**src/rtl/lh_pkg.sv**
```systemverilog
package lh_pkg;

    typedef enum logic [2:0] {
        SH_IDLE,
        SH_PREF,
        SH_LO,
        SH_HI,
        SH_HOLD,
        SH_LOAD
    } sh_state_t;

    typedef enum logic {
        ST_IDLE,
        ST_ON
    } st_state_t;

endpackage

```
**src/rtl/lh_shift_fsm.sv**
```systemverilog
module lh_shift_fsm
    import lh_pkg::*;
#(
    parameter int LANES    = 4,
    parameter int CLKS     = 1248,
    parameter int AW       = 11,
    parameter int ONT_W    = 16,
    parameter int PER_W    = 20,
    parameter int LOAD_CYC = 2
) (
    input  logic             clk,
    input  logic             rst_n,
    input  logic             line_req,
    input  logic [ONT_W-1:0] cfg_on_time,
    input  logic [PER_W-1:0] cfg_period,
    output logic             line_ack,
    output logic             line_busy,
    output logic             rd_en,
    output logic [AW-1:0]    rd_addr,
    input  logic [LANES-1:0] rd_data,
    output logic             hclk,
    output logic [LANES-1:0] hdat,
    output logic             hload,
    input  logic             strobe_busy,
    output logic             fire,
    output logic [ONT_W-1:0] fire_on_time
);

    localparam logic [AW-1:0] LAST    = AW'(CLKS - 1);
    localparam int            LCW     = (LOAD_CYC > 1) ? $clog2(LOAD_CYC) : 1;
    localparam logic [LCW-1:0] LD_LAST = LCW'(LOAD_CYC - 1);

    sh_state_t        state, nstate;
    logic [AW-1:0]    cnt;
    logic [LCW-1:0]   ld_cnt;
    logic [PER_W-1:0] per_left;
    logic [PER_W-1:0] per_sh;
    logic [ONT_W-1:0] ont_sh;
    logic             hclk_q;
    logic             hload_q;
    logic [LANES-1:0] hdat_q;

    // next-state logic
    always_comb begin
        nstate = state;
        unique case (state)
            SH_IDLE: if (line_req) nstate = SH_PREF;
            SH_PREF: nstate = SH_LO;
            SH_LO:   nstate = SH_HI;
            SH_HI:   nstate = (cnt == LAST) ? SH_HOLD : SH_LO;
            SH_HOLD: if (!strobe_busy && per_left == '0) nstate = SH_LOAD;
            SH_LOAD: if (ld_cnt == LD_LAST) nstate = SH_IDLE;
            default: nstate = SH_IDLE;
        endcase
    end

    // state register
    always_ff @(posedge clk or negedge rst_n) begin
        if (!rst_n) state <= SH_IDLE;
        else        state <= nstate;
    end

    // registered outputs and datapath
    always_ff @(posedge clk or negedge rst_n) begin
        if (!rst_n) begin
            cnt      <= '0;
            ld_cnt   <= '0;
            per_left <= '0;
            per_sh   <= '0;
            ont_sh   <= '0;
            hclk_q   <= 1'b0;
            hload_q  <= 1'b0;
            hdat_q   <= '0;
        end else begin
            if (state == SH_HOLD && nstate == SH_LOAD)
                per_left <= per_sh;
            else if (per_left != '0)
                per_left <= per_left - 1'b1;

            unique case (state)
                SH_IDLE: begin
                    if (line_req) begin
                        ont_sh <= cfg_on_time;
                        per_sh <= cfg_period;
                        cnt    <= '0;
                    end
                end
                SH_PREF: hdat_q <= rd_data;
                SH_LO:   hclk_q <= 1'b1;
                SH_HI: begin
                    hclk_q <= 1'b0;
                    if (cnt != LAST) begin
                        hdat_q <= rd_data;
                        cnt    <= cnt + 1'b1;
                    end
                end
                SH_HOLD: begin
                    if (nstate == SH_LOAD) begin
                        hload_q <= 1'b1;
                        ld_cnt  <= '0;
                    end
                end
                SH_LOAD: begin
                    ld_cnt <= ld_cnt + 1'b1;
                    if (nstate == SH_IDLE) hload_q <= 1'b0;
                end
                default: ;
            endcase
        end
    end

    assign line_ack     = (state == SH_IDLE) && line_req;
    assign line_busy    = (state != SH_IDLE);
    assign rd_en        = line_ack || (state == SH_LO && cnt != LAST);
    assign rd_addr      = (state == SH_IDLE) ? '0 : cnt + 1'b1;
    assign fire         = (state == SH_LOAD) && (ld_cnt == LD_LAST);
    assign fire_on_time = ont_sh;
    assign hclk         = hclk_q;
    assign hload        = hload_q;
    assign hdat         = hdat_q;

endmodule

```
**src/rtl/lh_strobe_fsm.sv**
```systemverilog
module lh_strobe_fsm
    import lh_pkg::*;
#(
    parameter int GROUPS = 4,
    parameter int ONT_W  = 16
) (
    input  logic              clk,
    input  logic              rst_n,
    input  logic              fire,
    input  logic [ONT_W-1:0]  on_time,
    output logic [GROUPS-1:0] stb_n,
    output logic              busy
);

    localparam int            GW    = (GROUPS > 1) ? $clog2(GROUPS) : 1;
    localparam logic [GW-1:0] GLAST = GW'(GROUPS - 1);

    st_state_t         state, nstate;
    logic [GW-1:0]     grp;
    logic [ONT_W-1:0]  left;
    logic [ONT_W-1:0]  ont_q;
    logic [ONT_W-1:0]  ont_eff;
    logic [GROUPS-1:0] stb_q;

    assign ont_eff = (on_time == '0) ? ONT_W'(1) : on_time;

    always_comb begin
        nstate = state;
        unique case (state)
            ST_IDLE: if (fire) nstate = ST_ON;
            ST_ON:   if (left == ONT_W'(1) && grp == GLAST) nstate = ST_IDLE;
            default: nstate = ST_IDLE;
        endcase
    end

    always_ff @(posedge clk or negedge rst_n) begin
        if (!rst_n) state <= ST_IDLE;
        else        state <= nstate;
    end

    always_ff @(posedge clk or negedge rst_n) begin
        if (!rst_n) begin
            grp   <= '0;
            left  <= '0;
            ont_q <= '0;
            stb_q <= '1;
        end else begin
            unique case (state)
                ST_IDLE: begin
                    if (fire) begin
                        grp   <= '0;
                        ont_q <= ont_eff;
                        left  <= ont_eff;
                        stb_q <= ~GROUPS'(1);
                    end
                end
                ST_ON: begin
                    if (left == ONT_W'(1)) begin
                        if (grp == GLAST) begin
                            stb_q <= '1;
                        end else begin
                            grp   <= grp + 1'b1;
                            left  <= ont_q;
                            stb_q <= ~(GROUPS'(1) << (grp + 1'b1));
                        end
                    end else begin
                        left <= left - 1'b1;
                    end
                end
                default: ;
            endcase
        end
    end

    assign stb_n = stb_q;
    assign busy  = (state == ST_ON);

endmodule

```
**src/rtl/lh_line_loader.sv**
```systemverilog
module lh_line_loader #(
    parameter int DOTS     = 4992,
    parameter int LANES    = 4,
    parameter int GROUPS   = 4,
    parameter int ONT_W    = 16,
    parameter int PER_W    = 20,
    parameter int LOAD_CYC = 2,
    localparam int CLKS    = DOTS / LANES,
    localparam int AW      = $clog2(CLKS)
) (
    input  logic              clk,
    input  logic              rst_n,
    input  logic              line_req,
    input  logic [ONT_W-1:0]  cfg_on_time,
    input  logic [PER_W-1:0]  cfg_period,
    output logic              line_ack,
    output logic              line_busy,
    output logic              rd_en,
    output logic [AW-1:0]     rd_addr,
    input  logic [LANES-1:0]  rd_data,
    output logic              head_clk,
    output logic [LANES-1:0]  head_dat,
    output logic              head_load,
    output logic [GROUPS-1:0] head_stb_n
);

    logic             fire;
    logic [ONT_W-1:0] fire_on_time;
    logic             strobe_busy;

    lh_shift_fsm #(
        .LANES(LANES), .CLKS(CLKS), .AW(AW), .ONT_W(ONT_W),
        .PER_W(PER_W), .LOAD_CYC(LOAD_CYC)
    ) u_shift (
        .clk(clk), .rst_n(rst_n), .line_req(line_req),
        .cfg_on_time(cfg_on_time), .cfg_period(cfg_period),
        .line_ack(line_ack), .line_busy(line_busy),
        .rd_en(rd_en), .rd_addr(rd_addr), .rd_data(rd_data),
        .hclk(head_clk), .hdat(head_dat), .hload(head_load),
        .strobe_busy(strobe_busy), .fire(fire), .fire_on_time(fire_on_time)
    );

    lh_strobe_fsm #(
        .GROUPS(GROUPS), .ONT_W(ONT_W)
    ) u_strobe (
        .clk(clk), .rst_n(rst_n), .fire(fire), .on_time(fire_on_time),
        .stb_n(head_stb_n), .busy(strobe_busy)
    );

endmodule

```
**config.mk**
```make
export PLATFORM = sky130hd
export DESIGN_NAME = lh_line_loader
export DESIGN_NICKNAME = d
export VERILOG_FILES = /design/src/rtl/lh_pkg.sv /design/src/rtl/lh_shift_fsm.sv /design/src/rtl/lh_strobe_fsm.sv /design/src/rtl/lh_line_loader.sv
export SDC_FILE = /design/constraint.sdc
export NUM_CORES = 1
export LEC_CHECK = 0
export ABC_AREA = 1
export ABC_CLOCK_PERIOD_IN_PS = 5200
export BUFFER_PORTS_ARGS = -buffer_cell sky130_fd_sc_hd__buf_2
export CORE_ASPECT_RATIO = 1.5
export CORE_MARGIN = 2
export CORE_UTILIZATION = 64
export CTS_CLUSTER_DIAMETER = 30
export DETAILED_ROUTE_END_ITERATION = 12
export GPL_TIMING_DRIVEN = 0
export PLACE_DENSITY = 0.87
export SLEW_MARGIN = 20
export SYNTH_ARGS = -nofsm -noshare
export SYNTH_HDL_FRONTEND = slang
export SYNTH_SLANG_ARGS = --single-unit
```
**constraint.sdc**
```tcl
create_clock -name clk -period 5.2 [get_ports clk]
set_clock_uncertainty 0.1 [all_clocks]
set_input_delay 1.04 -clock clk [delete_from_list [all_inputs] [get_ports clk]]
set_output_delay 1.04 -clock clk [all_outputs]
set_load 0.03 [all_outputs]
```
==> metrics.txt, run 1 <==
setup bufs post-CTS 0; Setup-failing EPs final 0; I/O pin total 67; Worst Path Class, Setup register to output port; clock slew at reported path FFs roughly 0.050 ns; DRC Markers 0; leak pwr 3.908 nW; post-synthesis cell count 797; most frequent cells in the layout nand2_1, dfrtp_1, inv_1; largest net degree at the start of global routing 68; crit-path max FO 7; Max Fclk 298.1 MHz; nets between 900 and 1000; initial core utilization 64.86%; die height 124.7 µm; TritonCTS clock tree yes; Max-Cap Viols 0; Final Hold Vio Count 0; status finished clean; overflow left after global routing 0; dominant register cell in the synthesized netlist dfrtp_1; wire per inst 15.32 µm; Die X 84.45 µm; clock sink total 116; vias per inst ~5.7; Post-Syn Nets 849; post-synth cell types 39; routability cong. 0.9342; DR pass1 iterations 5; Area Overhead vs Synth 18.81%; quantity of I/O buffers inserted on ports 66; placed inst area 6721 µm²; Longest Clk Path Bufs 2; DP HPWL 10900 µm; number of global-route vias before repair 5783; diode count 0; Slew HR 66.75%; clock insertion delay at the later pin of the skew report 0.42 ns; startpoint types register; final worst path period need 3.355 ns; Design Area, Final around 7400 µm²; class of the worst hold path register to register; most common cell after layout, fill and taps aside nand2_1; core area 9579 µm²; DR vias 5715; Seq cells post-synth 116; initial drt markers 453; max-slew violation count 0; # rows 44; Resize count post-CTS 0; DRT Wirelength 15490 µm; Mapped Area 6213 µm²; GRT Overall Usage 31.50%; RSZ-0062 raised after global routing no; Yosys warning total 0; Worst-Margin Slew 0.4988 ns; CP endpoint kind output port; critical path data arrival time about 2.2 ns; CTS Buf Count 17; Mapped Avg Cell Area a little under 8 µm²; Data required, critical path between 4 and 5 ns; CTS H-tree lvls 4; antenna violations before repair 0; Die ar. about 11000 µm²; worst IR drop on VDD 0.3520 mV; layout cells sized above 1 18.42%; Final period util 64.52%; Routed Antenna Nets 0; filler cell count 693; Setup TNS Final 0 ns; post-synthesis sequential area ratio between 40% and 50%; number of flops mapped to enable cells by yosys 0; Root Buffer Master clkbuf_16; first-pass GRT wire length 26270 µm; pwr dens approximately 300 nW/µm²; CTS hold repair buffers 0; asr flop ratio synth 100.0%
[metrics by stage]
stage	util [%]	total power, mW	setup slack, ns	hold WS (ns)	std cells
after floorplan	-	0.9261	2.467	0.3419	797
after global placement	69.81	0.9607	1.660	0.3593	978
after detailed placement	70.17	0.9645	1.997	0.3666	979
after CTS	77.06	2.256	1.842	0.3814	1011
after global routing	77.06	2.299	1.638	0.3990	1011
final	77.06	2.250	1.845	0.3858	1011
[kinds of logic (layout without fill, tap and decap cells)]
kind of cell               after synthesis  count (layout)  share of synthesized area [%]
adders and majority gates                9               9                          1.812
and+or+nand+nor                        394             394                          28.31
xor gates and xnor gates                22              22                          3.101
AOI/OAI and AO/OA                      127             127                          11.14
DFF                                    116             116                          46.80
buffers and inverters                  129             228                          8.840
[worst paths after layout]
path,end,from,cells after the start,slack (ns)
setup / recovery,rd_addr[8],u_shift.cnt[0],8,1.85
hold / removal,u_shift.per_sh[13],u_shift.per_sh[13],2,0.39
setup reg to reg,u_shift.cnt[8],u_shift.cnt[0],8,3.15
hold reg to reg,u_shift.per_sh[13],u_shift.per_sh[13],2,0.39
max in group asynchronous,u_strobe.stb_n[1],rst_n,2,3.85
min in group asynchronous,u_strobe.left[13],rst_n,1,0.46
[where the power goes]
part	internal (mW)	total (mW)	switching, mW	leakage, nW
Sequential	0.906	0.906	0.000887	1.40
Clock	0.898	1.30	0.404	0.323
Combinational	0.0152	0.0416	0.0265	2.18
[worst max-delay path: stages (launching register included)]
cell     delay, ns
dfrtp_1       0.46
ha_1          0.29
nand2_1       0.10
nor2_1        0.16
nand2_1       0.12
nor3_1        0.18
xor2_1        0.25
nor2_1        0.06
buf_2         0.18
[sequential cells by signal (all words and copies together), names as in the netlist]
signal,flops
u_shift.hload,1
u_strobe.grp,2
u_strobe.left,16
u_shift.fire_on_time,16
u_strobe.ont_q,16
u_shift.per_left,20
u_strobe.stb_n,4
u_strobe.busy,1
u_shift.hdat,4
u_shift.ld_cnt,1
u_shift.hclk,1
u_shift.state,3
u_shift.cnt,11
u_shift.per_sh,20
[synthesized netlist by cell type (3+ instances only)]
library cell / count / area (µm²)
nand2_2: 4 / 25.02
nor2_1: 92 / 345.3
buf_6: 3 / 33.78
o22ai_1: 13 / 81.33
nand3b_1: 3 / 22.52
nor3_1: 11 / 55.05
inv_2: 6 / 22.52
clkbuf_1: 5 / 18.77
nand2_4: 4 / 45.04
nand3_1: 38 / 190.2
xor2_1: 16 / 140.1
o21ai_0: 60 / 300.3
xnor2_1: 6 / 52.55
ha_1: 9 / 112.6
buf_2: 11 / 55.05
a21oi_1: 24 / 120.1
inv_1: 100 / 375.4
nor4_1: 3 / 18.77
nand4_1: 15 / 93.84
dfrtp_1: 112 / 2803
nand2_1: 195 / 732.0
a21oi_2: 4 / 35.03
o21ai_1: 22 / 110.1
nor2_4: 3 / 33.78
nor2_2: 17 / 106.4
dfstp_2: 4 / 105.1
[routing by layer]
| metal | global-route usage [%] | routed length (µm) |
|---|---|---|
| met5 | 0 | 0 |
| met4 | 16.90 | 725 |
| met3 | 7.488 | 880 |
| met2 | 54.44 | 8286 |
| met1 | 35.54 | 5598 |
[area by class of cell]
type                       instances  area [µm²]  share of cell area (%)
tap                              115       143.9                   1.949
buffer                            22       142.6                   1.932
sequential                       116        2908                   39.39
inverter                         107       406.6                   5.508
multi-input combinational        552        2756                   37.34
clock inverter                     9       172.7                   2.339
clock buffer                      23       488.0                   6.610
timing repair buffer              67       364.1                   4.932
(Power assumes the default switching activity.)
==> run 2, diff against run 1 <==
Settings changed: ABC_CLOCK_PERIOD_IN_PS 5200 to 2900, CORE_UTILIZATION 64 to 53, PLACE_DENSITY 0.87 to 0.77.
Clock period 5.2 ns to 2.9 ns, I/O delays scaled along.
==> run 2 against run 1 <==
Clock power grew 56%. Sequential cell count did not move. Die area rose by 20%. Combinational power is 81% higher. Core utilization shrank 13 points. Routed wire length is 1.4% lower. Register-to-register slack worse by 2.2 ns. Final area shrank 0.41%. Largest cell class unchanged.
==> metrics.txt, run 2 (same netlist as run 1, synthesis figures left out) <==
status finished clean; class of the worst hold path input port to async pin; cell total after placement 1014 (+3.6%); CP endpoint kind output port; vias per inst 5.154 (-8.8%); initial drt markers 372 (-18%); CTS H-tree lvls 4 (unchanged); Die X 92.41 µm (+9.4%); Slew HR 66.25% (-0.50 points); largest net degree at the start of global routing 64 (-5.9%); clock slew at reported path FFs 0.06 ns (about the same); antenna violations before repair 0 (unchanged); pwr dens 507.3 nW/µm² (+66%); Worst Path Class, Setup register to output port; routability cong. 0.9533 (+2.0%); critical path data arrival time 2.09 ns (-0.12 ns); initial core utilization 54.17% (-11 points); startpoint types register; Max-Cap Viols 0 (unchanged); number of global-route vias before repair 5550 (-4.0%); overflow left after global routing 0 (unchanged); Reg2Reg Setup Slack 0.97 ns (-2.18 ns); Area Overhead vs Synth 18.32%; Finished Layout Cells 1046 (+3.5%); top flop regs u_shift.per_left x20, u_shift.per_sh x20; most frequent cells in the layout nand2_1, dfrtp_1, inv_1; Max Fclk 360.4 MHz; nets 935 (unchanged); Setup-failing EPs final 0 (unchanged); I/O pin total 67 (unchanged); Reg2Reg Depth 8 (unchanged); Data required, critical path 2.22 ns (-1.84 ns); worst IR drop on VDD 0.4080 mV (+16%); first-pass GRT wire length 25770 µm (-1.9%); DP HPWL 11300 µm (+3.6%); die height 136.6 µm (+9.6%); filler cell count 1004 (+45%); wire per inst 14.60 µm (-4.7%); DR pass1 iterations 4 (-1); Worst-Margin Slew 0.5063 ns (+0.007559 ns); clock sink total 116 (unchanged); quantity of I/O buffers inserted on ports 66 (unchanged); max-slew violation count 0 (unchanged); # rows 48 (+9.1%); Final period util 95.68%; diode count 0 (unchanged); DRT Wirelength 15270 µm (-1.4%); DR vias 5391 (-5.7%); final worst path period need between 2 and 3 ns; TritonCTS clock tree yes; most common cell after layout, fill and taps aside nand2_1; Final Hold Vio Count 0 (unchanged); Longest Clk Path Bufs 2 (unchanged); leak pwr 3.866 nW (-1.1%); Core Util, Final 64.09% (-13 points); Die ar. 12620 µm² (+20%); RSZ-0062 raised after global routing no; core area 11470 µm² (+20%); GRT Overall Usage 26.14% (-5.4 points); reg2reg end u_shift.cnt[8]; Routed Antenna Nets 0 (unchanged); Root Buffer Master clkbuf_16; layout cells sized above 1 18.86% (+0.45 points); DRC Markers 0 (unchanged); clock insertion delay at the later pin of the skew report 0.41 ns (about the same); crit-path max FO 10 (+3); start of the worst register-to-register path u_shift.cnt[0]; CTS Buf Count 17 (unchanged)
## run 2: cell types whose count changed in the layout (fill, tap and decap cells not counted), sizes merged
cell / change
bufinv: -3
clkinvlp: +1
clkbuf: -4
clkinv: +6
## run 2: layout make-up
class                           count  area (µm²)  share of cell area [%]
Clock buffer                       19       442.9                   6.025
Multi-Input combinational cell    552        2764                   37.59
Tap cell                          150       187.7                   2.553
Timing Repair Buffer               67       364.1                   4.952
Inverter                          107       406.6                   5.531
Clock inverter                     13       135.1                   1.838
Sequential cell                   116        2909                   39.57
Buffer                             22       142.6                   1.940
## run 2: power breakdown
group          leakage (nW)  switching (mW)  total (mW)  internal [mW]
clock network         0.282           0.748        2.03           1.28
logic                  2.18          0.0482      0.0754         0.0272
registers              1.40         0.00131        1.62           1.62
total                  3.87           0.797        3.73           2.93
## run 2: repair_timing
action,4_1_cts,5_1_grt
setup endpoints to repair,0,2
hold buffers,0,0
buffers inserted,0,0
resized for setup,0,3
## run 2: how the worst max path moves through the flow
| stage | start | to | slack [ns] |
|---|---|---|---|
| 2_1_floorplan | u_shift.cnt[0] | rd_addr[8] | 0.63 |
| 3_3_place_gp | rst_n | u_strobe.left[5] | -0.29 |
| 3_5_place_dp | u_shift.cnt[0] | rd_addr[8] | 0.47 |
| 4_1_cts | u_shift.cnt[0] | rd_addr[8] | 0.02 |
| 5_1_grt | u_shift.state[1] | line_ack | 0.01 |
| 6_report | u_shift.state[1] | line_ack | 0.13 |
## run 2: worst max-delay path, stage by stage, from the launching register on
cell     delay, ns
dfrtp_1       0.44
nor3_2        0.31
nand2_1       0.24
inv_2         0.17
buf_2         0.28
buf_2         0.25
## run 2: per-layer routing
layer / GRT usage [%] / wire length (µm) / up-vias
li1: - / - / 2719
met1: 28.61 / 5897 / 2489
met2: 48.99 / 8330 / 144
met3: 4.130 / 555 / 39
met4: 12.19 / 488 / 0
met5: 0 / 0 / -
## run 2: per-stage QoR
step / worst slack, ns / hold slack, ns / TNS [ns] / cell area, µm² / total power, mW
floorplan: 0.6272 / 0.1844 / 0 / 6213 / 1.661
global placement: -0.2921 / 0.3575 / -31.38 / 6731 / 1.725
detailed placement: 0.4668 / 0.3652 / 0 / 6765 / 1.730
CTS: 0.02101 / 0.03913 / 0 / 7343 / 3.750
global route: 0.01157 / 0.04915 / 0 / 7352 / 3.827
finish: 0.1253 / 0.02137 / 0 / 7352 / 3.729
==> run 3, diff against run 2 <==
Settings changed: ABC_AREA 1 to not set.
==> run 3 against run 2 <==
Global-route usage down 0.37 points. Synthesized cell count fell by 20%. Non-clock buffer count up 13. Critical path depth increased by 3. Sequential power about the same. Highest routed layer unchanged. Core utilization up 0.55 points. Sequential share of layout area up 1.6 points. Clock power barely moved. First-iteration DRC count fell by 19%. Power grew 0.35%.
==> metrics.txt, run 3 <==
status finished clean; Post-Syn Nets 691 (-19%); synth top area cells dfrtp_1, nand2_1, mux2_2, o21ai_0, nand3_1; Yosys warning total 0 (unchanged); I/O pin total 67 (unchanged); DR vias 5181 (-3.9%); Die ar. 12000 µm² (-4.9%); DRC Markers 0 (unchanged); Max-Cap Viols 0 (unchanged); P_int 2.974 mW (+1.4%); post-synthesis cell count 639 (-20%); DR pass1 iterations 5 (+1); Final Hold Vio Count 0 (unchanged); Setup-failing EPs final 0 (unchanged); filler cell count 911 (-9.3%); Max Fclk 354.4 MHz (-1.7%); initial core utilization 53.91% (-0.25 points); dominant register cell in the synthesized netlist dfrtp_1; TritonCTS clock tree yes; Reg2Reg Setup Slack 0.20 ns (-0.77 ns); diode count 0 (unchanged); nets 777 (-17%); Routed Antenna Nets 0 (unchanged); number of flops mapped to enable cells by yosys 0 (unchanged); Final period util 97.30% (+1.6 points); Synth top area share 47.53% (+2.4 points); core area 10940 µm² (-4.6%); CP endpoint kind output port; Worst Path Class, Setup register to output port; CTS H-tree lvls 4 (unchanged); antenna violations before repair 0 (unchanged); Data required, critical path 2.22 ns (about the same); routability cong. 0.9750 (+2.3%); Sequential Power Share 43.4% (-0.2 points); largest net degree at the start of global routing 75 (+17%); clock slew at reported path FFs 0.05 ns (about the same); sequential cell area 2908 µm² (about the same); overall power 3.742 mW (+0.35%); start of the worst register-to-register path u_strobe.left[4]; most frequent cells in the layout nand2_1, dfrtp_1, buf_2; # rows 47 (-2.1%); Yosys top cell by area dfrtp_1; startpoint types register; initial drt markers 300 (-19%); top flop regs u_shift.per_left x20, u_shift.per_sh x20; switching part of the total 20.54% (-0.83 points); final worst path period need 2.822 ns (+0.04713 ns); Longest Clk Path Bufs 2 (unchanged); pwr dens 529.3 nW/µm² (+4.3%); HP Start cfg_period[11]; Net Sw Power 0.7688 mW (-3.6%); wire per inst 16.91 µm (+16%); area of the multi-input gates 2794 µm² (+1.1%); first-pass GRT wire length 24810 µm (-3.7%); die height 133.2 µm (-2.5%); number of global-route vias before repair 5137 (-7.4%); quantity of I/O buffers inserted on ports 66 (unchanged); worst hold endpoint u_shift.per_sh[11]; Finished Layout Cells 885 (-15%); Worst-Margin Slew 0.7954 ns (+0.2891 ns); Slew HR 46.49% (-20 points); vias per inst 5.854 (+14%); DP HPWL 10490 µm (-7.1%); CTS Buf Count 17 (unchanged); clock sink total 116 (unchanged); Seq cells post-synth 116 (unchanged); count leader, synth nand2_1; class of the worst hold path input port to register; post-synthesis sequential area ratio 49.31% (+2.5 points); crit-path max FO 5 (-5); crit path launch u_shift.cnt[0]; critical path data arrival time 2.14 ns (+0.05 ns); worst IR drop on VDD 0.4100 mV (+0.49%); post-synth cell types 60 (+54%); Root Buffer Master clkbuf_16; GRT Overall Usage 25.77% (-0.37 points); most common cell after layout, fill and taps aside nand2_1; cell total after placement 853 (-16%); Hold Path Depth 3; overflow left after global routing 0 (unchanged); Reg2Reg Depth 6 (-2); Die X 90.13 µm (-2.5%); top post-synthesis cells by count nand2_1, dfrtp_1, nor2_1; Area Overhead vs Synth 19.90%; Mapped Avg Cell Area 9.228 µm² (+18%); leak pwr 3.552 nW (-8.1%); asr flop ratio synth 100.0% (unchanged); Comb pwr share 2.1% (about the same); clock insertion delay at the later pin of the skew report 0.42 ns (about the same); reg2reg end u_strobe.left[3]; Mapped Area 5897 µm² (-5.1%); RSZ-0062 raised after global routing yes; clock network fraction of design power 54.5% (about the same); layout cells sized above 1 19.51% (+0.65 points); max-slew violation count 0 (unchanged); DRT Wirelength 14970 µm (-2.0%)
run 3: changes by cell type after synthesis, moves of 8 or more:
cell	change
nand2_1	-60
nor2_2	-17
mux2_2	+19
inv_1	-80
o22ai_1	-11
nor2_1	-55
nand4_1	-11
a31oi_1	+9
nand3_1	-8
xnor2_1	+11
o21ai_0	-27
clkbuf_1	+24
nor4_1	+10
run 3: layout make-up:
class	instances	share of cell area [%]
clock inverter	10	1.486
inverter	21	1.168
clock buffer	22	6.707
buffer	33	1.964
multi-input combinational	467	39.52
timing repair buffer	69	5.433
sequential	116	41.13
tap	147	2.601
run 3: critical path, stage by stage (launching register included):
cell	delay, ns
dfrtp_1	0.41
ha_4	0.18
and4_4	0.24
and2_0	0.13
clkbuf_2	0.16
nand4_1	0.16
xnor2_1	0.17
nor2_1	0.09
clkbuf_4	0.20
run 3: layer usage:
| metal | track usage (%) | up-vias | wire length [µm] |
|---|---|---|---|
| li1 | - | 2419 | - |
| met1 | 29.67 | 2526 | 5754 |
| met2 | 46.28 | 193 | 7909 |
| met3 | 4.468 | 43 | 800 |
| met4 | 12.48 | 0 | 500 |
| met5 | 0 | - | 0 |
run 3: power groups by stage:
stage               Sequential, mW  Clock (mW)  Combinational, mW
floorplan                     1.66           0            0.00299
global placement              1.65           0             0.0713
detailed placement            1.65           0             0.0783
CTS                           1.62        2.06             0.0797
global route                  1.62        2.14             0.0867
finish                        1.63        2.04             0.0772
run 3: cell families (layout without fill, tap and decap cells):
| group | count (synthesis) | in the layout | share of synthesized area, % |
|---|---|---|---|
| simple gates | 277 | 277 | 22.30 |
| compound gates | 135 | 135 | 15.04 |
| flops | 116 | 116 | 49.31 |
| buf+inv | 56 | 155 | 3.777 |
| xor+xnor | 26 | 26 | 3.862 |
| mux | 20 | 20 | 3.798 |
| fa+ha+maj | 9 | 9 | 1.910 |
run 3: worst max-delay path by stage:
stage	to	slack [ns]
floorplan	rd_en	0.37
global placement	u_shift.per_sh[11]	-0.22
detailed placement	line_ack	0.13
CTS	rd_addr[10]	0.004
global route	rd_addr[10]	-0.01
finish	rd_addr[10]	0.08
run 3: per-stage QoR:
step	utilization, %	hold slack [ns]	instance area (µm²)	setup WS (ns)	TNS, ns
2_1_floorplan	-	0.1844	5897	0.3741	0
3_3_place_gp	58.61	0.3575	6411	-0.2249	-24.01
3_5_place_dp	58.92	0.3576	6445	0.1268	0
4_1_cts	64.39	0.2449	7043	0.004034	0
5_1_grt	64.64	0.2588	7071	-0.01431	-0.01431
6_report	64.64	0.2491	7071	0.07818	0
run 3: what timing repair did:
item,in CTS,in global routing
pin swaps,0,2
setup endpoints to repair,4,4
hold buffers,1,0
setup buffers,0,1
resized for setup,4,7
hold endpoints to repair,4,0
